===== config.mk =====
export PLATFORM = sky130hd
export DESIGN_NAME = scp_ctrl_port
export DESIGN_NICKNAME = d
export VERILOG_FILES = /design/src/rtl/scp_pkg.sv /design/src/rtl/scp_sync.sv /design/src/rtl/scp_shifter.sv /design/src/rtl/scp_regfile.sv /design/src/rtl/scp_ctrl_port.sv
export SDC_FILE = /design/constraint.sdc
export NUM_CORES = 1
export LEC_CHECK = 0
export ABC_AREA = 1
export BUFFER_PORTS_ARGS = -buffer_cell sky130_fd_sc_hd__buf_4
export CORE_ASPECT_RATIO = 1.1
export CORE_MARGIN = 2
export CORE_UTILIZATION = 36
export DETAILED_ROUTE_END_ITERATION = 10
export PLACE_DENSITY_LB_ADDON = 0.1
export SLEW_MARGIN = 15
export SYNTH_ARGS = -nofsm -noshare
export SYNTH_HDL_FRONTEND = slang
export SYNTH_SLANG_ARGS = --single-unit

===== constraint.sdc =====
create_clock -name clk -period 2.9 [get_ports clk]
set_clock_uncertainty 0.2 [all_clocks]
set_input_delay 0.145 -clock clk [delete_from_list [all_inputs] [get_ports clk]]
set_output_delay 0.145 -clock clk [all_outputs]
set_load 0.02 [all_outputs]

===== src/rtl/scp_pkg.sv =====
package scp_pkg;

   localparam int unsigned SCP_WORD_W = 16;
   localparam int unsigned SCP_ADDR_W = 2;
   localparam int unsigned SCP_VOL_W  = 14;

   typedef enum logic [1:0] {
      SEL_CFG0  = 2'b00,
      SEL_CFG1  = 2'b01,
      SEL_VOL_L = 2'b10,
      SEL_VOL_R = 2'b11
   } scp_sel_e;

   // occupies word bits [15:2]
   typedef struct packed {
      logic       pwr_down;
      logic       mute;
      logic [1:0] data_fmt;
      logic [1:0] out_fmt;
      logic [1:0] pcm_rate;
      logic [1:0] deemph;
      logic [1:0] ser_fmt;
      logic [1:0] word_width;
   } scp_cfg0_t;

   // occupies word bits [10:2]
   typedef struct packed {
      logic [1:0] mclk_ratio;
      logic       zero_pol;
      logic       dsd_rate;
      logic       dsd_phase_mode;
      logic [1:0] phase_sel;
      logic       bit_inv;
      logic       mclk_edge;
   } scp_cfg1_t;

endpackage


===== src/rtl/scp_sync.sv =====
module scp_sync #(
   parameter int unsigned WIDTH  = 3,
   parameter int unsigned STAGES = 2
) (
   input  logic             clk,
   input  logic             rst_n,
   input  logic [WIDTH-1:0] async_in,
   output logic [WIDTH-1:0] sync_q,
   output logic [WIDTH-1:0] rise
);

   localparam int unsigned CHAIN = STAGES + 1;

   if (STAGES < 2) begin : g_bad_stages
      $error("scp_sync: STAGES must be at least 2");
   end
   if (WIDTH < 1) begin : g_bad_width
      $error("scp_sync: WIDTH must be at least 1");
   end

   logic [CHAIN-1:0][WIDTH-1:0] chain_q;

   always_ff @(posedge clk or negedge rst_n) begin
      if (!rst_n) begin
         chain_q <= '0;
      end else begin
         chain_q <= {chain_q[CHAIN-2:0], async_in};
      end
   end

   assign sync_q = chain_q[STAGES-1];

   for (genvar b = 0; b < WIDTH; b++) begin : g_edge
      assign rise[b] = chain_q[STAGES-1][b] & ~chain_q[STAGES][b];
   end

endmodule


===== src/rtl/scp_shifter.sv =====
module scp_shifter #(
   parameter int unsigned WORD_W = 16
) (
   input  logic              clk,
   input  logic              rst_n,
   input  logic              shift_en,
   input  logic              din,
   input  logic              clr,
   output logic [WORD_W-1:0] word,
   output logic              full
);

   localparam int unsigned CNT_W = $clog2(WORD_W + 1);
   localparam logic [CNT_W-1:0] CNT_MAX = CNT_W'(WORD_W);

   if (WORD_W < 4) begin : g_bad_word
      $error("scp_shifter: WORD_W too small");
   end

   logic [WORD_W-1:0] word_q;
   logic [CNT_W-1:0]  cnt_q;

   always_ff @(posedge clk or negedge rst_n) begin
      if (!rst_n) begin
         word_q <= '0;
         cnt_q  <= '0;
      end else if (clr) begin
         word_q <= '0;
         cnt_q  <= '0;
      end else if (shift_en) begin
         word_q <= {word_q[WORD_W-2:0], din};
         if (cnt_q != CNT_MAX) begin
            cnt_q <= cnt_q + 1'b1;
         end
      end
   end

   assign word = word_q;
   assign full = (cnt_q == CNT_MAX);

   AST_SHIFT_MSB_FIRST: assert property (@(posedge clk) disable iff (!rst_n)
      (shift_en && !clr) |=> (word_q[0] == $past(din)));

   AST_CLEAR_ON_LATCH: assert property (@(posedge clk) disable iff (!rst_n)
      clr |=> (!full && word_q == '0));

   AST_FULL_HOLDS: assert property (@(posedge clk) disable iff (!rst_n)
      (full && !clr) |=> full);

endmodule


===== src/rtl/scp_regfile.sv =====
module scp_regfile
   import scp_pkg::*;
#(
   parameter int unsigned WORD_W = SCP_WORD_W,
   parameter int unsigned ADDR_W = SCP_ADDR_W,
   parameter int unsigned VOL_W  = SCP_VOL_W
) (
   input  logic              clk,
   input  logic              rst_n,
   input  logic              wr_en,
   input  logic [WORD_W-1:0] wr_word,
   output scp_cfg0_t         cfg0,
   output scp_cfg1_t         cfg1,
   output logic [VOL_W-1:0]  vol_l,
   output logic [VOL_W-1:0]  vol_r
);

   localparam int unsigned N_VOL   = 2;
   localparam int unsigned CFG0_W  = $bits(scp_cfg0_t);
   localparam int unsigned CFG1_W  = $bits(scp_cfg1_t);
   localparam logic [VOL_W-1:0] VOL_DEFAULT = '1;

   if (ADDR_W != 2) begin : g_bad_addr
      $error("scp_regfile: layout needs a 2-bit address");
   end
   if (WORD_W != CFG0_W + ADDR_W) begin : g_bad_word
      $error("scp_regfile: WORD_W does not match configuration layout");
   end
   if (VOL_W != WORD_W - ADDR_W) begin : g_bad_vol
      $error("scp_regfile: VOL_W must fill the word above the address");
   end

   logic [ADDR_W-1:0] addr;
   scp_cfg0_t         cfg0_q;
   scp_cfg1_t         cfg1_q;
   logic [VOL_W-1:0]  vol_q [N_VOL];

   assign addr = wr_word[ADDR_W-1:0];

   always_ff @(posedge clk or negedge rst_n) begin
      if (!rst_n) begin
         cfg0_q <= '0;
      end else if (wr_en && addr == ADDR_W'(SEL_CFG0)) begin
         cfg0_q <= scp_cfg0_t'(wr_word[WORD_W-1:ADDR_W]);
      end
   end

   always_ff @(posedge clk or negedge rst_n) begin
      if (!rst_n) begin
         cfg1_q <= '0;
      end else if (wr_en && addr == ADDR_W'(SEL_CFG1)) begin
         cfg1_q <= scp_cfg1_t'(wr_word[ADDR_W +: CFG1_W]);
      end
   end

   for (genvar k = 0; k < N_VOL; k++) begin : g_vol
      localparam logic [ADDR_W-1:0] MY_SEL = ADDR_W'(SEL_VOL_L) + ADDR_W'(k);
      always_ff @(posedge clk or negedge rst_n) begin
         if (!rst_n) begin
            vol_q[k] <= VOL_DEFAULT;
         end else if (wr_en && addr == MY_SEL) begin
            vol_q[k] <= wr_word[WORD_W-1:ADDR_W];
         end
      end
   end

   assign cfg0  = cfg0_q;
   assign cfg1  = cfg1_q;
   assign vol_l = vol_q[0];
   assign vol_r = vol_q[1];

   AST_CFG0_ONLY_ADDR0: assert property (@(posedge clk) disable iff (!rst_n)
      !(wr_en && addr == ADDR_W'(SEL_CFG0)) |=> $stable(cfg0_q));

   AST_VOL_L_ONLY_ADDR2: assert property (@(posedge clk) disable iff (!rst_n)
      !(wr_en && addr == ADDR_W'(SEL_VOL_L)) |=> $stable(vol_q[0]));

   AST_VOL_R_ONLY_ADDR3: assert property (@(posedge clk) disable iff (!rst_n)
      !(wr_en && addr == ADDR_W'(SEL_VOL_R)) |=> $stable(vol_q[1]));

endmodule


===== src/rtl/scp_ctrl_port.sv =====
module scp_ctrl_port
   import scp_pkg::*;
#(
   parameter int unsigned WORD_W      = SCP_WORD_W,
   parameter int unsigned ADDR_W      = SCP_ADDR_W,
   parameter int unsigned VOL_W       = SCP_VOL_W,
   parameter int unsigned SYNC_STAGES = 2
) (
   input  logic             clk,
   input  logic             rst_n,
   input  logic             ctl_clk,
   input  logic             ctl_dat,
   input  logic             ctl_lat,
   output logic             pwr_down,
   output logic             mute,
   output logic [1:0]       data_fmt,
   output logic [1:0]       out_fmt,
   output logic [1:0]       pcm_rate,
   output logic [1:0]       deemph,
   output logic [1:0]       ser_fmt,
   output logic [1:0]       word_width,
   output logic [1:0]       mclk_ratio,
   output logic             zero_pol,
   output logic             dsd_rate,
   output logic             dsd_phase_mode,
   output logic [1:0]       phase_sel,
   output logic             bit_inv,
   output logic             mclk_edge,
   output logic [VOL_W-1:0] vol_left,
   output logic [VOL_W-1:0] vol_right
);

   localparam int unsigned N_LINES = 3;
   localparam int unsigned IDX_CLK = 0;
   localparam int unsigned IDX_DAT = 1;
   localparam int unsigned IDX_LAT = 2;

   logic [N_LINES-1:0] lines_sync;
   logic [N_LINES-1:0] lines_rise;
   logic               clk_rise;
   logic               lat_rise;
   logic [WORD_W-1:0]  word;
   logic               word_full;
   logic               commit;
   scp_cfg0_t          cfg0;
   scp_cfg1_t          cfg1;

   scp_sync #(
      .WIDTH  (N_LINES),
      .STAGES (SYNC_STAGES)
   ) u_sync (
      .clk      (clk),
      .rst_n    (rst_n),
      .async_in ({ctl_lat, ctl_dat, ctl_clk}),
      .sync_q   (lines_sync),
      .rise     (lines_rise)
   );

   assign clk_rise = lines_rise[IDX_CLK];
   assign lat_rise = lines_rise[IDX_LAT];

   scp_shifter #(
      .WORD_W (WORD_W)
   ) u_shift (
      .clk      (clk),
      .rst_n    (rst_n),
      .shift_en (clk_rise),
      .din      (lines_sync[IDX_DAT]),
      .clr      (lat_rise),
      .word     (word),
      .full     (word_full)
   );

   assign commit = lat_rise & word_full;

   scp_regfile #(
      .WORD_W (WORD_W),
      .ADDR_W (ADDR_W),
      .VOL_W  (VOL_W)
   ) u_regs (
      .clk     (clk),
      .rst_n   (rst_n),
      .wr_en   (commit),
      .wr_word (word),
      .cfg0    (cfg0),
      .cfg1    (cfg1),
      .vol_l   (vol_left),
      .vol_r   (vol_right)
   );

   assign pwr_down       = cfg0.pwr_down;
   assign mute           = cfg0.mute;
   assign data_fmt       = cfg0.data_fmt;
   assign out_fmt        = cfg0.out_fmt;
   assign pcm_rate       = cfg0.pcm_rate;
   assign deemph         = cfg0.deemph;
   assign ser_fmt        = cfg0.ser_fmt;
   assign word_width     = cfg0.word_width;
   assign mclk_ratio     = cfg1.mclk_ratio;
   assign zero_pol       = cfg1.zero_pol;
   assign dsd_rate       = cfg1.dsd_rate;
   assign dsd_phase_mode = cfg1.dsd_phase_mode;
   assign phase_sel      = cfg1.phase_sel;
   assign bit_inv        = cfg1.bit_inv;
   assign mclk_edge      = cfg1.mclk_edge;

   AST_SHORT_WORD_IGNORED: assert property (@(posedge clk) disable iff (!rst_n)
      (lat_rise && !word_full) |=> ($stable(cfg0) && $stable(cfg1)
                                   && $stable(vol_left) && $stable(vol_right)));

   AST_NO_UPDATE_WITHOUT_LATCH: assert property (@(posedge clk) disable iff (!rst_n)
      !lat_rise |=> ($stable(cfg0) && $stable(cfg1)
                     && $stable(vol_left) && $stable(vol_right)));

   AST_LATCH_EDGE_ONEHOT: assert property (@(posedge clk) disable iff (!rst_n)
      lat_rise |=> !lat_rise);

endmodule


## Word-level counts from Yosys, hierarchy flattened

Index checks and enable logic that the tools add are counted.

| word-level totals | value |
|---|---|
| input bits | 5 |
| register bits after elaboration | 81 |

| operators by class | value |
|---|---|
| equal/unequal tests | 5 |
| reductions and logical operators | 8 |
| mux-type cells | 5 |
| bitwise logic cells | 5 |
| add/subtract/negate cells | 1 |

Operators by type and width:

| operator | count |
|---|---|
| 16-bit 2-to-1 mux | 2 |
| 5-bit 2-to-1 mux | 3 |
| 5-bit by 1-bit adder with 5-bit output (second input constant) | 1 |
| 5-bit equality test (second input constant) | 1 |
| 5-bit inequality test (second input constant) | 1 |
| 2-bit equality test (second input constant) | 2 |
| 1-bit logical AND | 4 |
| 2-bit nonzero test | 2 |
| 1-bit AND | 3 |
| 2-bit by 1-bit equality test with 1-bit output (second input constant) | 1 |
| 2-bit logical NOT | 1 |
| 1-bit inverter | 2 |
| 2-bit AND reduction | 1 |

## Logic depth before layout (Yosys ltp)

Gate-level depths: netlist of run 1.

| depth | value |
|---|---|
| depth after elaboration | 4 |
| gate-level depth with buffers | 10 |
| mapped depth without buffers | 9 |

## Modules after synthesis

A second synthesis of run 1 with hierarchy kept.

| unflattened totals | value |
|---|---|
| cells, all modules | 345 |
| area, all modules | 3342.0 µm² |

Modules (own cells, without submodules):

| module | times used | cells each | area each (µm²) | sequential area each (µm²) |
|---|---|---|---|---|
| scp_regfile | 1 | 228 | 2133.3 | 1311.3 |
| scp_shifter | 1 | 97 | 923.4 | 525.5 |
| scp_sync | 1 | 18 | 277.8 | 225.2 |
| scp_ctrl_port | 1 | 2 | 7.5 | 0.0 |

## Least setup slack after synthesis of run 1

Ideal clock, no wire load.

| timing | value |
|---|---|
| kind | reg2reg |
| start | register u_shift.cnt_q[0] |
| end | register u_regs.cfg0_q, in the netlist u_regs.cfg0[0] |
| required time | 2.583 ns |
| slack | 1.255 ns |
| data arrival time | 1.328 ns |
| library setup time | 0.117 ns |
| buffers on the path | 1 |
| cell stages (with the launch flop) | 11 |
| cell sequence | dfrtp_1 inv_1 ha_1 nand2_1 inv_1 nand2_2 nor2_8 nand2_2 buf_2 nand2_1 nand2_1 |

| between the ends | value |
|---|---|
| word-level cells in the longest chain between the ends | 3 |

Ends and longest elaborated chain:

| element | RTL line | text |
|---|---|---|
| start: declaration | scp_shifter.sv:21 | `logic [CNT_W-1:0] cnt_q;` |
| start signal: assignment | scp_shifter.sv:33 | `cnt_q <= cnt_q + 1'b1;` |
| 5-bit equality test | scp_shifter.sv:39 | `assign full = (cnt_q == CNT_MAX);` |
| 1-bit AND | scp_ctrl_port.sv:74 | `assign commit = lat_rise & word_full;` |
| 1-bit logical AND | scp_regfile.sv:43 | `end else if (wr_en && addr == ADDR_W'(SEL_CFG0)) begin` |
| end signal: assignment | scp_regfile.sv:44 | `cfg0_q <= scp_cfg0_t'(wr_word[WORD_W-1:ADDR_W]);` |
| end: declaration | scp_regfile.sv:34 | `scp_cfg0_t cfg0_q;` |

Every way passes these cells.
A chain may end at the register's enable or synchronous reset.

## Worst setup path after layout of run 1

| timing | value |
|---|---|
| start | register u_shift.cnt_q[0] |
| end | register u_regs.cfg0_q, in the netlist u_regs.cfg0[9] |

Same word-level chain as after synthesis.

==> impl_metrics.prom, run 1 <==
# TYPE chip_impl_metric gauge
chip_impl_metric{name="synthToLayoutAreaGrowth",unit="%"} 24.2
chip_impl_metric{name="ctsHoldBuffers",unit=""} 4
chip_impl_metric{name="cap_violations",unit=""} 0
chip_impl_metric{name="ff_to_ff_setup_slack",unit="ns"} 0.83
chip_impl_metric{name="cts-buffers-inserted",unit=""} 9
chip_impl_metric{name="grt.overflow.total",unit=""} 0
chip_impl_metric{name="core",unit="um2"} 8740
chip_impl_metric{name="critPathArrivalTime",unit="ns"} 2.10
chip_impl_info{name="run_status",value="finished, final reports clean"} 1
chip_impl_metric{name="area_of_all_placed_cells_without_fillers",unit="um2"} 3970
chip_impl_metric{name="synth_area",unit="um2"} 3200
chip_impl_metric{name="clkSinkCount",unit=""} 80
chip_impl_metric{name="tightest_slew",unit="ns"} 0.983
chip_impl_metric{name="finalWorstSetupSlack",unit="ns"} 0.829
chip_impl_metric{name="antenna_diodes",unit=""} 0
chip_impl_metric{name="synthCells",unit=""} 332
chip_impl_metric{name="drive_gt1_share",unit="%"} 28.2
chip_impl_metric{name="fp.dieArea",unit="um2"} 9650
chip_impl_metric{name="post-route-drc-count",unit=""} 0
chip_impl_info{name="cts_tree",value="done"} 1
chip_impl_metric{name="cts_setup_buffers",unit=""} 0
chip_impl_metric{name="h-tree-depth",unit=""} 3
chip_impl_info{name="synth_top_cells_by_count",value="sky130_fd_sc_hd__nand2_1, sky130_fd_sc_hd__nand3_1, sky130_fd_sc_hd__dfrtp_1"} 1
chip_impl_metric{name="total_global_route_track_usage",unit="%"} 17.0
chip_impl_metric{name="fillerInstances",unit=""} 900
chip_impl_metric{name="route.detailed.vias_per_inst",unit=""} 4.76
chip_impl_metric{name="drt-total-wl",unit="mm"} 7.54
chip_impl_info{name="synth_most_common_cell",value="sky130_fd_sc_hd__nand2_1"} 1
chip_impl_info{name="synthDominantAreaCellType",value="sky130_fd_sc_hd__dfrtp_1"} 1
chip_impl_metric{name="count_of_instances_resized_after_the_clock_tree_is_built",unit=""} 0
chip_impl_metric{name="post-route-min-period",unit="ns"} 2.07
chip_impl_metric{name="timing.critical_path.fanout_max",unit=""} 34
chip_impl_metric{name="setup_tns",unit="ns"} 0
chip_impl_metric{name="insertion_delay",unit="ns"} 0.35
chip_impl_metric{name="avgRoutedWirePerCell",unit="um"} 14.8
chip_impl_metric{name="power_leakage",unit="nW"} 2.03
chip_impl_metric{name="drt_first_iter_violations",unit=""} 141
chip_impl_metric{name="seq_power_share",unit="%"} 53.3
chip_impl_info{name="post_synth_main_area_contributors",value="sky130_fd_sc_hd__dfrtp_1, sky130_fd_sc_hd__dfstp_2, sky130_fd_sc_hd__nand2_1, sky130_fd_sc_hd__nand3_1, sky130_fd_sc_hd__o22ai_1"} 1
chip_impl_metric{name="number_of_antenna_violations_at_the_first_check_in_global_routing",unit=""} 0
chip_impl_metric{name="layout.nets",unit=""} 399
chip_impl_metric{name="intPower",unit="mW"} 1.67
chip_impl_metric{name="whs_path_depth",unit=""} 0
chip_impl_metric{name="synthesis.nets",unit=""} 339
chip_impl_info{name="timing.hold.worst_endpoint",value="u_sync.sync_q[1]$_DFF_PN0_"} 1
chip_impl_metric{name="synth_async_sr_flop_share",unit="%"} 100
chip_impl_metric{name="dieWidth",unit="um"} 93.8
chip_impl_metric{name="seq_area_frac_synth",unit="%"} 63.7
chip_impl_metric{name="post_synth_edffs",unit=""} 0
chip_impl_info{name="synth-main-ff-cell",value="sky130_fd_sc_hd__dfrtp_1"} 1
chip_impl_info{name="worst_setup_path_end_kind",value="flop"} 1
chip_impl_info{name="worstHoldStart",value="u_sync.chain_q[1]$_DFF_PN0_"} 1
chip_impl_metric{name="boundaryPins",unit=""} 56
chip_impl_info{name="cts_root_buf",value="sky130_fd_sc_hd__clkbuf_8"} 1
chip_impl_metric{name="worst_r2r_path_depth",unit=""} 9
chip_impl_metric{name="grt_first_pass_wirelength",unit="mm"} 12.5
chip_impl_metric{name="worstPathRequired",unit="ns"} 2.93
chip_impl_info{name="critical_path_class",value="reg -> reg"} 1
chip_impl_metric{name="combinationalPowerShare",unit="%"} 4.7
chip_impl_metric{name="p_total",unit="mW"} 2.16
chip_impl_metric{name="initial_core_util",unit="%"} 36.6
chip_impl_metric{name="power_density",unit="nW/um2"} 544
chip_impl_metric{name="placement.cell_area",unit="um2"} 3710
chip_impl_metric{name="dp_hpwl",unit="mm"} 5.08
chip_impl_metric{name="clkTransAtPathRegs",unit="ns"} 0.07
chip_impl_metric{name="post_synth_num_cell_types",unit=""} 18
chip_impl_metric{name="routed-via-count",unit=""} 2434
chip_impl_metric{name="clock_power_share",unit="%"} 42.0
chip_impl_info{name="setup_repair_after_global_routing_missed_its_margin",value="false"} 1
chip_impl_metric{name="power.switching_fraction",unit="%"} 22.7
chip_impl_metric{name="maxClockFrequency",unit="MHz"} 483
chip_impl_metric{name="timing.final.hold_violations",unit=""} 0
chip_impl_info{name="min-delay-path-class",value="reg -> reg"} 1
chip_impl_metric{name="syn-mean-instance-area",unit="um2"} 9.63
chip_impl_metric{name="post-route-period-util",unit="%"} 71.4
chip_impl_metric{name="count_of_final_setup_violators",unit=""} 0
chip_impl_metric{name="ys_seq_elements",unit=""} 80
chip_impl_metric{name="maxSlewHeadroom",unit="%"} 34.4
chip_impl_metric{name="finalMaxSlewViolations",unit=""} 0
chip_impl_metric{name="grt_pass1_vias",unit=""} 2414
chip_impl_metric{name="die_height",unit="um"} 103
chip_impl_info{name="crit_reg_reg_startpoint",value="u_shift.cnt_q[0]$_DFFE_PN0P_"} 1
chip_impl_metric{name="grt_start_max_net_pins",unit=""} 81
chip_impl_metric{name="synth_top_cell_area_share",unit="%"} 40.7
chip_impl_info{name="rr_endpoint",value="u_regs.cfg0[9]$_DFFE_PN0P_"} 1
chip_impl_metric{name="last_weighted_congestion_value_of_the_routability_driven_placer",unit=""} 0.793
chip_impl_metric{name="drt_pass1_iterations",unit=""} 4
chip_impl_metric{name="antenna_violating_nets_post_route",unit=""} 0
chip_impl_metric{name="worst_ir_drop_vdd",unit="V"} 0.000382
chip_impl_metric{name="synth_warnings",unit=""} 0
chip_impl_metric{name="placementRows",unit=""} 36
chip_impl_metric{name="dpl_worst_slack",unit="ns"} 0.812
chip_impl_info{name="critPathLaunchType",value="flop"} 1
chip_impl_metric{name="port-buffer-count",unit=""} 55
chip_impl_metric{name="cts-root-to-sink-buffers",unit=""} 2
chip_impl_metric{name="net-switching-power",unit="mW"} 0.490
-- placed cells by master, fill, tap and decap left out, types with 2 or more instances in the layout --
cell type	instances
sky130_fd_sc_hd__ha_1	2
sky130_fd_sc_hd__clkbuf_8	10
sky130_fd_sc_hd__nand4_1	4
sky130_fd_sc_hd__clkinvlp_4	2
sky130_fd_sc_hd__inv_1	24
sky130_fd_sc_hd__nand2_1	115
sky130_fd_sc_hd__nor2_1	4
sky130_fd_sc_hd__dfrtp_1	52
sky130_fd_sc_hd__dlygate4sd3_1	4
sky130_fd_sc_hd__nand2_2	5
sky130_fd_sc_hd__bufinv_16	2
sky130_fd_sc_hd__buf_4	60
sky130_fd_sc_hd__dfstp_2	28
sky130_fd_sc_hd__nand3_1	58
sky130_fd_sc_hd__o21ai_0	6
sky130_fd_sc_hd__o22ai_1	15
-- stage by stage --
step / util [%] / hold WS (ns) / cells
2_1_floorplan: - / -0.351 / 332
3_3_place_gp: 42.4 / 0.0543 / 491
3_5_place_dp: 42.4 / 0.0558 / 491
4_1_cts: 45.4 / 0.156 / 511
5_1_grt: 45.4 / 0.158 / 511
6_report: 45.4 / 0.153 / 511
-- routing by layer --
metal / GRT usage [%] / share of wire (%)
met5: 0 / 0
met4: 7.02 / 1.1
met3: 3.00 / 4.5
met2: 26.3 / 47
met1: 23.8 / 48
-- worst max-delay path, stage by stage, from the launching register on --
cell,delay [ns]
sky130_fd_sc_hd__dfrtp_1,0.41
sky130_fd_sc_hd__inv_1,0.10
sky130_fd_sc_hd__ha_1,0.15
sky130_fd_sc_hd__nand2_1,0.04
sky130_fd_sc_hd__inv_1,0.08
sky130_fd_sc_hd__nand2_2,0.11
sky130_fd_sc_hd__nor2_8,0.38
sky130_fd_sc_hd__nand2_2,0.30
sky130_fd_sc_hd__nand2_1,0.13
sky130_fd_sc_hd__nand2_1,0.06
-- worst max path at each step --
stage                                             from                     endpoint  depth (start not counted)
after floorplan           u_shift.cnt_q[0]$_DFFE_PN0P_   u_regs.cfg0[0]$_DFFE_PN0P_                         10
after global placement    u_shift.cnt_q[0]$_DFFE_PN0P_   u_regs.cfg0[9]$_DFFE_PN0P_                          9
after detailed placement  u_shift.cnt_q[0]$_DFFE_PN0P_   u_regs.cfg0[9]$_DFFE_PN0P_                          9
after CTS                 u_shift.cnt_q[0]$_DFFE_PN0P_   u_regs.cfg0[9]$_DFFE_PN0P_                          9
after global routing      u_shift.cnt_q[1]$_DFFE_PN0P_  u_regs.cfg0[10]$_DFFE_PN0P_                          9
final                     u_shift.cnt_q[0]$_DFFE_PN0P_   u_regs.cfg0[9]$_DFFE_PN0P_                          9
-- sequential cells by signal (all words and copies together) (netlist names) --
| name | cells |
|---|---|
| u_shift.word | 16 |
| u_regs.cfg0 | 14 |
| u_regs.vol_l | 14 |
| u_regs.vol_r | 14 |
| u_regs.cfg1 | 9 |
| u_shift.cnt_q | 5 |
| u_sync.chain_q | 5 |
| u_sync.sync_q | 3 |
-- cell families (layout without fill, tap and decap cells) --
| logic type | after synthesis | after routing | share of synthesized area, % |
|---|---|---|---|
| buf+inv | 39 | 104 | 5.33 |
| simple gates | 189 | 189 | 26.0 |
| compound gates | 22 | 22 | 4.15 |
| flops | 80 | 80 | 63.7 |
| fa+ha+maj | 2 | 2 | 0.783 |
-- layout make-up --
type                       count  area (um2)  area share (%)
clock buffer                  11         141            3.56
multi-input combinational    213         988            24.9
tap                          114         143            3.59
timing repair buffer          64         490            12.4
clock inverter                 5        80.1            2.02
sequential                    80        2040            51.3
inverter                      24        90.1            2.27
-- power by group through the flow --
stage / Combinational, mW / Clock (mW) / Sequential, mW
global placement: 0.0981 / 0 / 1.17
global route: 0.118 / 0.969 / 1.15
finish: 0.102 / 0.906 / 1.15
floorplan: 0.0625 / 0 / 1.16
detailed placement: 0.0999 / 0 / 1.17
CTS: 0.104 / 0.928 / 1.15
Power figures use the tool's default switching activity.
==> run 2: changes to the inputs <==
- ABC_AREA: 1 -> 0
- clock period: 2.9 -> 1.9 ns (I/O delays scaled with it)
==> impl_metrics.prom, run 2 <==
# TYPE chip_impl_metric gauge
chip_impl_metric{name="worst_r2r_path_depth",unit=""} 6
chip_impl_metric{name="timing.final.hold_violations",unit=""} 0
chip_impl_metric{name="synthCells",unit=""} 221
chip_impl_metric{name="synthToLayoutAreaGrowth",unit="%"} 35.7
chip_impl_metric{name="finalWorstSetupSlack",unit="ns"} -0.0738
chip_impl_info{name="layout.cells.most_common_list",value="sky130_fd_sc_hd__buf_4, sky130_fd_sc_hd__dfrtp_1, sky130_fd_sc_hd__nand2_1, sky130_fd_sc_hd__mux2_4, sky130_fd_sc_hd__dfstp_2"} 1
chip_impl_metric{name="routed-via-count",unit=""} 1948
chip_impl_info{name="synth-main-ff-cell",value="sky130_fd_sc_hd__dfrtp_1"} 1
chip_impl_info{name="critical_path_class",value="reg -> reg"} 1
chip_impl_metric{name="last_weighted_congestion_value_of_the_routability_driven_placer",unit=""} 0.747
chip_impl_info{name="mostFrequentLayoutCell",value="sky130_fd_sc_hd__buf_4"} 1
chip_impl_metric{name="antenna_diodes",unit=""} 0
chip_impl_metric{name="synth_warnings",unit=""} 0
chip_impl_metric{name="synth_top_cell_area_share",unit="%"} 42.2
chip_impl_metric{name="post-route-min-period",unit="ns"} 1.97
chip_impl_metric{name="placementRows",unit=""} 35
chip_impl_metric{name="tightest_slew",unit="ns"} 0.413
chip_impl_metric{name="synth_area",unit="um2"} 3090
chip_impl_metric{name="setup_tns",unit="ns"} -1.47
chip_impl_info{name="cts_root_buf",value="sky130_fd_sc_hd__clkbuf_8"} 1
chip_impl_metric{name="utilization",unit="%"} 50.1
chip_impl_info{name="critPathLaunchType",value="flop"} 1
chip_impl_metric{name="core",unit="um2"} 8360
chip_impl_metric{name="insertion_delay",unit="ns"} 0.35
chip_impl_metric{name="route.detailed.vias_per_inst",unit=""} 4.67
chip_impl_info{name="run_status",value="finished with violations"} 1
chip_impl_metric{name="drive_gt1_share",unit="%"} 54.9
chip_impl_metric{name="post-route-period-util",unit="%"} 104
chip_impl_metric{name="timing.critical_path.fanout_max",unit=""} 14
chip_impl_metric{name="cap_violations",unit=""} 0
chip_impl_metric{name="clkTransAtPathRegs",unit="ns"} 0.08
chip_impl_metric{name="grt_first_pass_wirelength",unit="mm"} 10.7
chip_impl_info{name="violations",value="setup timing"} 1
chip_impl_info{name="post_synth_main_area_contributors",value="sky130_fd_sc_hd__dfrtp_1, sky130_fd_sc_hd__dfstp_2, sky130_fd_sc_hd__mux2_1, sky130_fd_sc_hd__nand2_1, sky130_fd_sc_hd__mux2_2"} 1
chip_impl_info{name="synthDominantAreaCellType",value="sky130_fd_sc_hd__dfrtp_1"} 1
chip_impl_metric{name="ff_to_ff_setup_slack",unit="ns"} -0.07
chip_impl_metric{name="clkSinkCount",unit=""} 80
chip_impl_info{name="worst_setup_path_end_kind",value="flop"} 1
chip_impl_metric{name="dp_hpwl",unit="mm"} 4.37
chip_impl_metric{name="post_synth_edffs",unit=""} 0
chip_impl_metric{name="drt_first_iter_violations",unit=""} 69
chip_impl_metric{name="drt_pass1_iterations",unit=""} 4
chip_impl_metric{name="dieWidth",unit="um"} 92.3
chip_impl_metric{name="post-route-drc-count",unit=""} 0
chip_impl_metric{name="antenna_violating_nets_post_route",unit=""} 0
chip_impl_metric{name="total_global_route_track_usage",unit="%"} 15.0
chip_impl_metric{name="cts-buffers-inserted",unit=""} 9
chip_impl_metric{name="boundaryPins",unit=""} 56
chip_impl_metric{name="grt_start_max_net_pins",unit=""} 36
chip_impl_info{name="synth_most_common_cell",value="sky130_fd_sc_hd__dfrtp_1"} 1
chip_impl_metric{name="grt_pass1_vias",unit=""} 2005
chip_impl_metric{name="initial_core_util",unit="%"} 36.9
chip_impl_metric{name="syn-mean-instance-area",unit="um2"} 14.0
chip_impl_metric{name="power_density",unit="nW/um2"} 773
chip_impl_metric{name="count_of_final_setup_violators",unit=""} 34
chip_impl_metric{name="critPathArrivalTime",unit="ns"} 2.00
chip_impl_metric{name="layout.nets",unit=""} 308
chip_impl_metric{name="fp.dieArea",unit="um2"} 9330
chip_impl_metric{name="synth_async_sr_flop_share",unit="%"} 100
chip_impl_info{name="rr_endpoint",value="u_regs.cfg0[10]$_DFFE_PN0P_"} 1
chip_impl_metric{name="post_synth_num_cell_types",unit=""} 24
chip_impl_info{name="setup_repair_after_global_routing_missed_its_margin",value="true"} 1
chip_impl_metric{name="finalMaxSlewViolations",unit=""} 0
chip_impl_metric{name="h-tree-depth",unit=""} 3
chip_impl_metric{name="fillerInstances",unit=""} 752
chip_impl_metric{name="drt-total-wl",unit="mm"} 6.52
chip_impl_metric{name="cts_setup_buffers",unit=""} 0
chip_impl_metric{name="seq_area_frac_synth",unit="%"} 66.0
chip_impl_metric{name="synthesis.nets",unit=""} 228
chip_impl_metric{name="port-buffer-count",unit=""} 55
chip_impl_info{name="synth_top_cells_by_count",value="sky130_fd_sc_hd__dfrtp_1, sky130_fd_sc_hd__mux2_1, sky130_fd_sc_hd__nand2_1"} 1
chip_impl_metric{name="ys_seq_elements",unit=""} 80
chip_impl_metric{name="maxSlewHeadroom",unit="%"} 72.5
chip_impl_metric{name="avgRoutedWirePerCell",unit="um"} 15.6
chip_impl_info{name="cts_tree",value="done"} 1
chip_impl_metric{name="worst_ir_drop_vdd",unit="V"} 0.000312
chip_impl_metric{name="maxClockFrequency",unit="MHz"} 507
chip_impl_metric{name="largest_register_ff_count",unit=""} 16
chip_impl_metric{name="power_leakage",unit="nW"} 2.00
chip_impl_info{name="crit_reg_reg_startpoint",value="u_shift.cnt_q[1]$_DFFE_PN0P_"} 1
chip_impl_metric{name="die_height",unit="um"} 101
chip_impl_metric{name="worstPathRequired",unit="ns"} 1.93
chip_impl_metric{name="grt.overflow.total",unit=""} 0
chip_impl_info{name="min-delay-path-class",value="in -> async"} 1
chip_impl_metric{name="number_of_antenna_violations_at_the_first_check_in_global_routing",unit=""} 0
chip_impl_metric{name="cts-root-to-sink-buffers",unit=""} 2
## run 2: changes by cell type after synthesis, sizes merged, moves of 3 or more
cell and delta:
a21oi +20, buf -8, clkbuf +4, o22ai -15, o21ai -4, nand2 -85
nand4 -4, mux2 +51, nand3 -57, or3 +3, nor2 -6, inv -22
## run 2: layout make-up
cell class	count	area, um2	area share (%)
Sequential cell	80	2040	48.6
Multi-Input combinational cell	128	1130	27.0
Timing Repair Buffer	80	658	15.7
Tap cell	111	139	3.32
Clock buffer	10	128	3.05
Clock inverter	6	90.1	2.15
Inverter	2	7.51	0.179
## run 2: cell families (layout without fill, tap and decap cells)
kind of cell	count (synthesis)	after routing	share of synthesized area, %
flops	80	80	66.0
mux	51	51	18.6
simple gates	50	50	8.43
compound gates	25	25	4.22
buf+inv	13	98	1.95
fa+ha+maj	2	2	0.811
## run 2: report_power, final
| part | internal, mW | leakage, nW | switching [mW] |
|---|---|---|---|
| logic | 0.0514 | 0.899 | 0.0800 |
| registers | 1.72 | 0.994 | 0.0174 |
| clock network | 0.747 | 0.107 | 0.618 |
## run 2: worst max-delay path by stage
stage | from | to | slack (ns) | cells past startpoint
final | u_shift.cnt_q[1]$_DFFE_PN0P_ | u_regs.cfg0[10]$_DFFE_PN0P_ | -0.07 | 6
after global routing | u_shift.cnt_q[0]$_DFFE_PN0P_ | u_regs.cfg1[1]$_DFFE_PN0P_ | -0.17 | 7
after CTS | u_shift.cnt_q[0]$_DFFE_PN0P_ | u_regs.cfg0[13]$_DFFE_PN0P_ | -0.07 | 6
after detailed placement | u_shift.cnt_q[0]$_DFFE_PN0P_ | u_regs.cfg0[6]$_DFFE_PN0P_ | -0.05 | 6
after global placement | u_shift.cnt_q[0]$_DFFE_PN0P_ | u_regs.cfg0[7]$_DFFE_PN0P_ | 0.02 | 6
after floorplan | u_shift.cnt_q[0]$_DFFE_PN0P_ | u_regs.cfg0[0]$_DFFE_PN0P_ | -0.12 | 7
## run 2: worst max-delay path, cell delays in order (launching register included)
cell                       delay (ns)
sky130_fd_sc_hd__dfrtp_1         0.39
sky130_fd_sc_hd__inv_2           0.07
sky130_fd_sc_hd__ha_4            0.12
sky130_fd_sc_hd__and4bb_2        0.27
sky130_fd_sc_hd__nor4b_4         0.27
sky130_fd_sc_hd__buf_12          0.20
sky130_fd_sc_hd__mux2_1          0.32
## run 2: routing by layer
| metal | track usage, % | part of all wire [%] | up-vias |
|---|---|---|---|
| li1 | - | - | 923 |
| met3 | 3.22 | 4.9 | 11 |
| met4 | 7.58 | 2.1 | 0 |
| met1 | 20.4 | 47 | 964 |
| met2 | 22.9 | 46 | 50 |
| met5 | 0 | 0 | - |
## run 2: stage by stage
step	power, mW	instances	worst slack, ns	hold slack (ns)	cell area, um2
floorplan	1.81	221	-0.122	-0.401	3150
global placement	1.89	396	0.0171	-0.139	3800
detailed placement	1.90	396	-0.0486	-0.145	3800
CTS	3.29	416	-0.0668	0.0214	4080
global route	3.38	417	-0.170	0.0496	4190
finish	3.24	417	-0.0738	0.0235	4190
## run 2: timing repair
action                                 4_1_cts  5_1_grt
resized for setup                            6       30
hold buffers                                 4        0
endpoints found under the hold margin       71        0
gates cloned                                 0        1
setup endpoints to repair                   41       52
pin swaps                                    0        1
==> run 3: changes to the inputs <==
- GPL_TIMING_DRIVEN: default -> 0
==> impl_metrics.prom, run 3 (synthesized netlist as in run 2, its figures left out) <==
# TYPE chip_impl_metric gauge
chip_impl_metric{name="multi_input_comb_area",unit="um2"} 1150
chip_impl_metric{name="dpl_worst_slack",unit="ns"} -0.472
chip_impl_info{name="cts_root_buf",value="sky130_fd_sc_hd__clkbuf_8"} 1
chip_impl_metric{name="clkTransAtPathRegs",unit="ns"} 0.08
chip_impl_info{name="critical_path_class",value="reg -> reg"} 1
chip_impl_metric{name="die_height",unit="um"} 101
chip_impl_metric{name="synthToLayoutAreaGrowth",unit="%"} 39.1
chip_impl_metric{name="final-seq-area",unit="um2"} 2040
chip_impl_metric{name="route.detailed.vias_per_inst",unit=""} 4.71
chip_impl_metric{name="last_weighted_congestion_value_of_the_routability_driven_placer",unit=""} 0.685
chip_impl_metric{name="cts-buffers-inserted",unit=""} 9
chip_impl_metric{name="fillerInstances",unit=""} 729
chip_impl_metric{name="grt_pass1_vias",unit=""} 2077
chip_impl_metric{name="finalWorstSetupSlack",unit="ns"} -0.146
chip_impl_metric{name="cap_violations",unit=""} 0
chip_impl_metric{name="worst_ir_drop_vdd",unit="V"} 0.000391
chip_impl_metric{name="initial_core_util",unit="%"} 36.9
chip_impl_metric{name="layout.nets",unit=""} 315
chip_impl_info{name="critPathLaunchType",value="flop"} 1
chip_impl_metric{name="grt_first_pass_wirelength",unit="mm"} 11.0
chip_impl_metric{name="core",unit="um2"} 8360
chip_impl_metric{name="post-route-min-period",unit="ns"} 2.05
chip_impl_metric{name="avgRoutedWirePerCell",unit="um"} 15.9
chip_impl_info{name="worst_setup_path_end_kind",value="flop"} 1
chip_impl_metric{name="maxClockFrequency",unit="MHz"} 489
chip_impl_metric{name="dp_hpwl",unit="mm"} 4.00
chip_impl_metric{name="cts-root-to-sink-buffers",unit=""} 2
chip_impl_metric{name="clkSinkCount",unit=""} 80
chip_impl_metric{name="grt.overflow.total",unit=""} 0
chip_impl_metric{name="h-tree-depth",unit=""} 3
chip_impl_metric{name="combined_buffer_and_inverter_count_along_the_critical_path",unit=""} 4
chip_impl_info{name="violations",value="setup timing"} 1
chip_impl_metric{name="antenna_violating_nets_post_route",unit=""} 0
chip_impl_metric{name="timing.critical_path.fanout_max",unit=""} 6
chip_impl_metric{name="place_inst",unit=""} 387
chip_impl_metric{name="area_of_all_placed_cells_without_fillers",unit="um2"} 4290
chip_impl_metric{name="post-route-period-util",unit="%"} 108
chip_impl_metric{name="count_of_final_setup_violators",unit=""} 51
chip_impl_metric{name="post-route-drc-count",unit=""} 0
chip_impl_metric{name="net-switching-power",unit="mW"} 0.680
chip_impl_info{name="cpLargestDelayFamily",value="buffers and inverters"} 1
chip_impl_info{name="cts_tree",value="done"} 1
chip_impl_metric{name="total_global_route_track_usage",unit="%"} 15.3
chip_impl_metric{name="intPower",unit="mW"} 2.48
chip_impl_metric{name="drt-total-wl",unit="mm"} 6.76
chip_impl_metric{name="combinationalPowerShare",unit="%"} 3.6
chip_impl_metric{name="port-buffer-count",unit=""} 55
chip_impl_metric{name="final_instance_count_without_filler_cells",unit=""} 424
chip_impl_info{name="cells_along_the_critical_path",value="inv_1 > ha_1 > and4bb_1 > buf_6 > nor4b_4 > buf_4 > buf_8 > mux2_4"} 1
chip_impl_metric{name="drt_first_iter_violations",unit=""} 79
chip_impl_metric{name="antenna_diodes",unit=""} 0
chip_impl_metric{name="boundaryPins",unit=""} 56
chip_impl_metric{name="number_of_antenna_violations_at_the_first_check_in_global_routing",unit=""} 0
chip_impl_metric{name="critPathArrivalTime",unit="ns"} 2.06
chip_impl_info{name="min-delay-path-class",value="reg -> reg"} 1
chip_impl_metric{name="power.switching_fraction",unit="%"} 21.5
chip_impl_info{name="run_status",value="finished with violations"} 1
chip_impl_metric{name="fp.dieArea",unit="um2"} 9330
chip_impl_metric{name="placement.cell_area",unit="um2"} 3710
chip_impl_metric{name="drive_gt1_share",unit="%"} 54.3
chip_impl_metric{name="placementRows",unit=""} 35
chip_impl_metric{name="largest_register_ff_count",unit=""} 16
chip_impl_metric{name="dieWidth",unit="um"} 92.3
chip_impl_metric{name="timing.final.hold_violations",unit=""} 0
chip_impl_info{name="mostFrequentLayoutCell",value="sky130_fd_sc_hd__buf_4"} 1
chip_impl_metric{name="maxSlewHeadroom",unit="%"} 32.5
chip_impl_metric{name="insertion_delay",unit="ns"} 0.34
chip_impl_metric{name="crit_path_max_incr_delay",unit="ns"} 0.39
chip_impl_metric{name="power_leakage",unit="nW"} 2.05
chip_impl_metric{name="finalMaxSlewViolations",unit=""} 0
chip_impl_info{name="layout.cells.most_common_list",value="sky130_fd_sc_hd__buf_4, sky130_fd_sc_hd__dfrtp_1, sky130_fd_sc_hd__mux2_4, sky130_fd_sc_hd__nand2_1, sky130_fd_sc_hd__dfstp_2"} 1
chip_impl_metric{name="clock_power_share",unit="%"} 41.2
chip_impl_metric{name="seq_power_share",unit="%"} 55.2
chip_impl_metric{name="ff_to_ff_setup_slack",unit="ns"} -0.15
chip_impl_metric{name="routed-via-count",unit=""} 1998
chip_impl_metric{name="tightest_slew",unit="ns"} 1.01
chip_impl_info{name="crit_path_top_delay_cell",value="sky130_fd_sc_hd__dfrtp_1"} 1
chip_impl_info{name="setup_repair_after_global_routing_missed_its_margin",value="true"} 1
chip_impl_metric{name="power_density",unit="nW/um2"} 735
chip_impl_metric{name="worstPathRequired",unit="ns"} 1.92
chip_impl_metric{name="drt_pass1_iterations",unit=""} 4
chip_impl_metric{name="grt_start_max_net_pins",unit=""} 81
==> run 3: area by class of cell <==
type                    count  area share, %
clock inverters             3          0.933
well taps                 111           3.24
repair buffers             77           15.4
inverters                   2          0.175
multi-input cells         128           26.8
clock buffers              13           3.93
flip-flops and latches     80           47.4
plain buffers              10           1.98
==> run 3: final timing paths <==
| path | startpoint | endpoint | cells after the start |
|---|---|---|---|
| worst min-delay path | u_sync.chain_q[0]$_DFF_PN0_ | u_sync.sync_q[0]$_DFF_PN0_ | 0 |
| worst max-delay path | u_shift.cnt_q[0]$_DFFE_PN0P_ | u_regs.cfg0[13]$_DFFE_PN0P_ | 8 |
| min in group asynchronous | rst_n | u_shift.cnt_q[2]$_DFFE_PN0P_ | 2 |
| worst max register to register | u_shift.cnt_q[0]$_DFFE_PN0P_ | u_regs.cfg0[13]$_DFFE_PN0P_ | 8 |
| max in group asynchronous | rst_n | u_regs.cfg0[2]$_DFFE_PN0P_ | 2 |
| worst min register to register | u_sync.chain_q[0]$_DFF_PN0_ | u_sync.sync_q[0]$_DFF_PN0_ | 0 |
==> run 3: routing by layer <==
layer  routed length [um]  GRT usage (%)  vias to the layer above
met4                   87           5.86                        0
met5                    0              0                        -
li1                     -              -                      933
met2                 3080           23.2                       42
met3                  255           2.99                        7
met1                 3330           21.9                     1016
==> run 3: worst register-to-register path: stages (launching register included) <==
cell and delay (ns):
sky130_fd_sc_hd__dfrtp_1 0.39, sky130_fd_sc_hd__inv_1 0.06, sky130_fd_sc_hd__ha_1 0.13, sky130_fd_sc_hd__and4bb_1 0.20, sky130_fd_sc_hd__buf_6 0.12, sky130_fd_sc_hd__nor4b_4 0.22, sky130_fd_sc_hd__buf_4 0.19, sky130_fd_sc_hd__buf_8 0.13
sky130_fd_sc_hd__mux2_4 0.30
==> run 3: repair_timing <==
item	4_1_cts	5_1_grt
gates resized for setup	27	24
endpoints found under the hold margin	55	0
hold buffers	4	0
cloned	2	1
setup buffers	12	3
setup endpoints to repair	51	54
==> run 3: power groups by stage <==
stage	Sequential, mW	Combinational [mW]	Clock (mW)
after global routing	1.75	0.134	1.42
after floorplan	1.77	0.0417	0
after global placement	1.78	0.0944	0
after detailed placement	1.78	0.0952	0
after CTS	1.74	0.114	1.35
final	1.74	0.114	1.30
==> run 3: per-stage QoR <==
step	power (mW)	hold WS (ns)	utilization [%]	TNS (ns)
after CTS	3.20	0.154	50.2	-5.09
after floorplan	1.81	-0.401	-	-1.46
after global routing	3.30	0.157	51.3	-9.92
after detailed placement	1.87	0.00534	44.3	-14.11
after global placement	1.87	0.00496	44.3	-12.79
final	3.16	0.144	51.3	-4.48
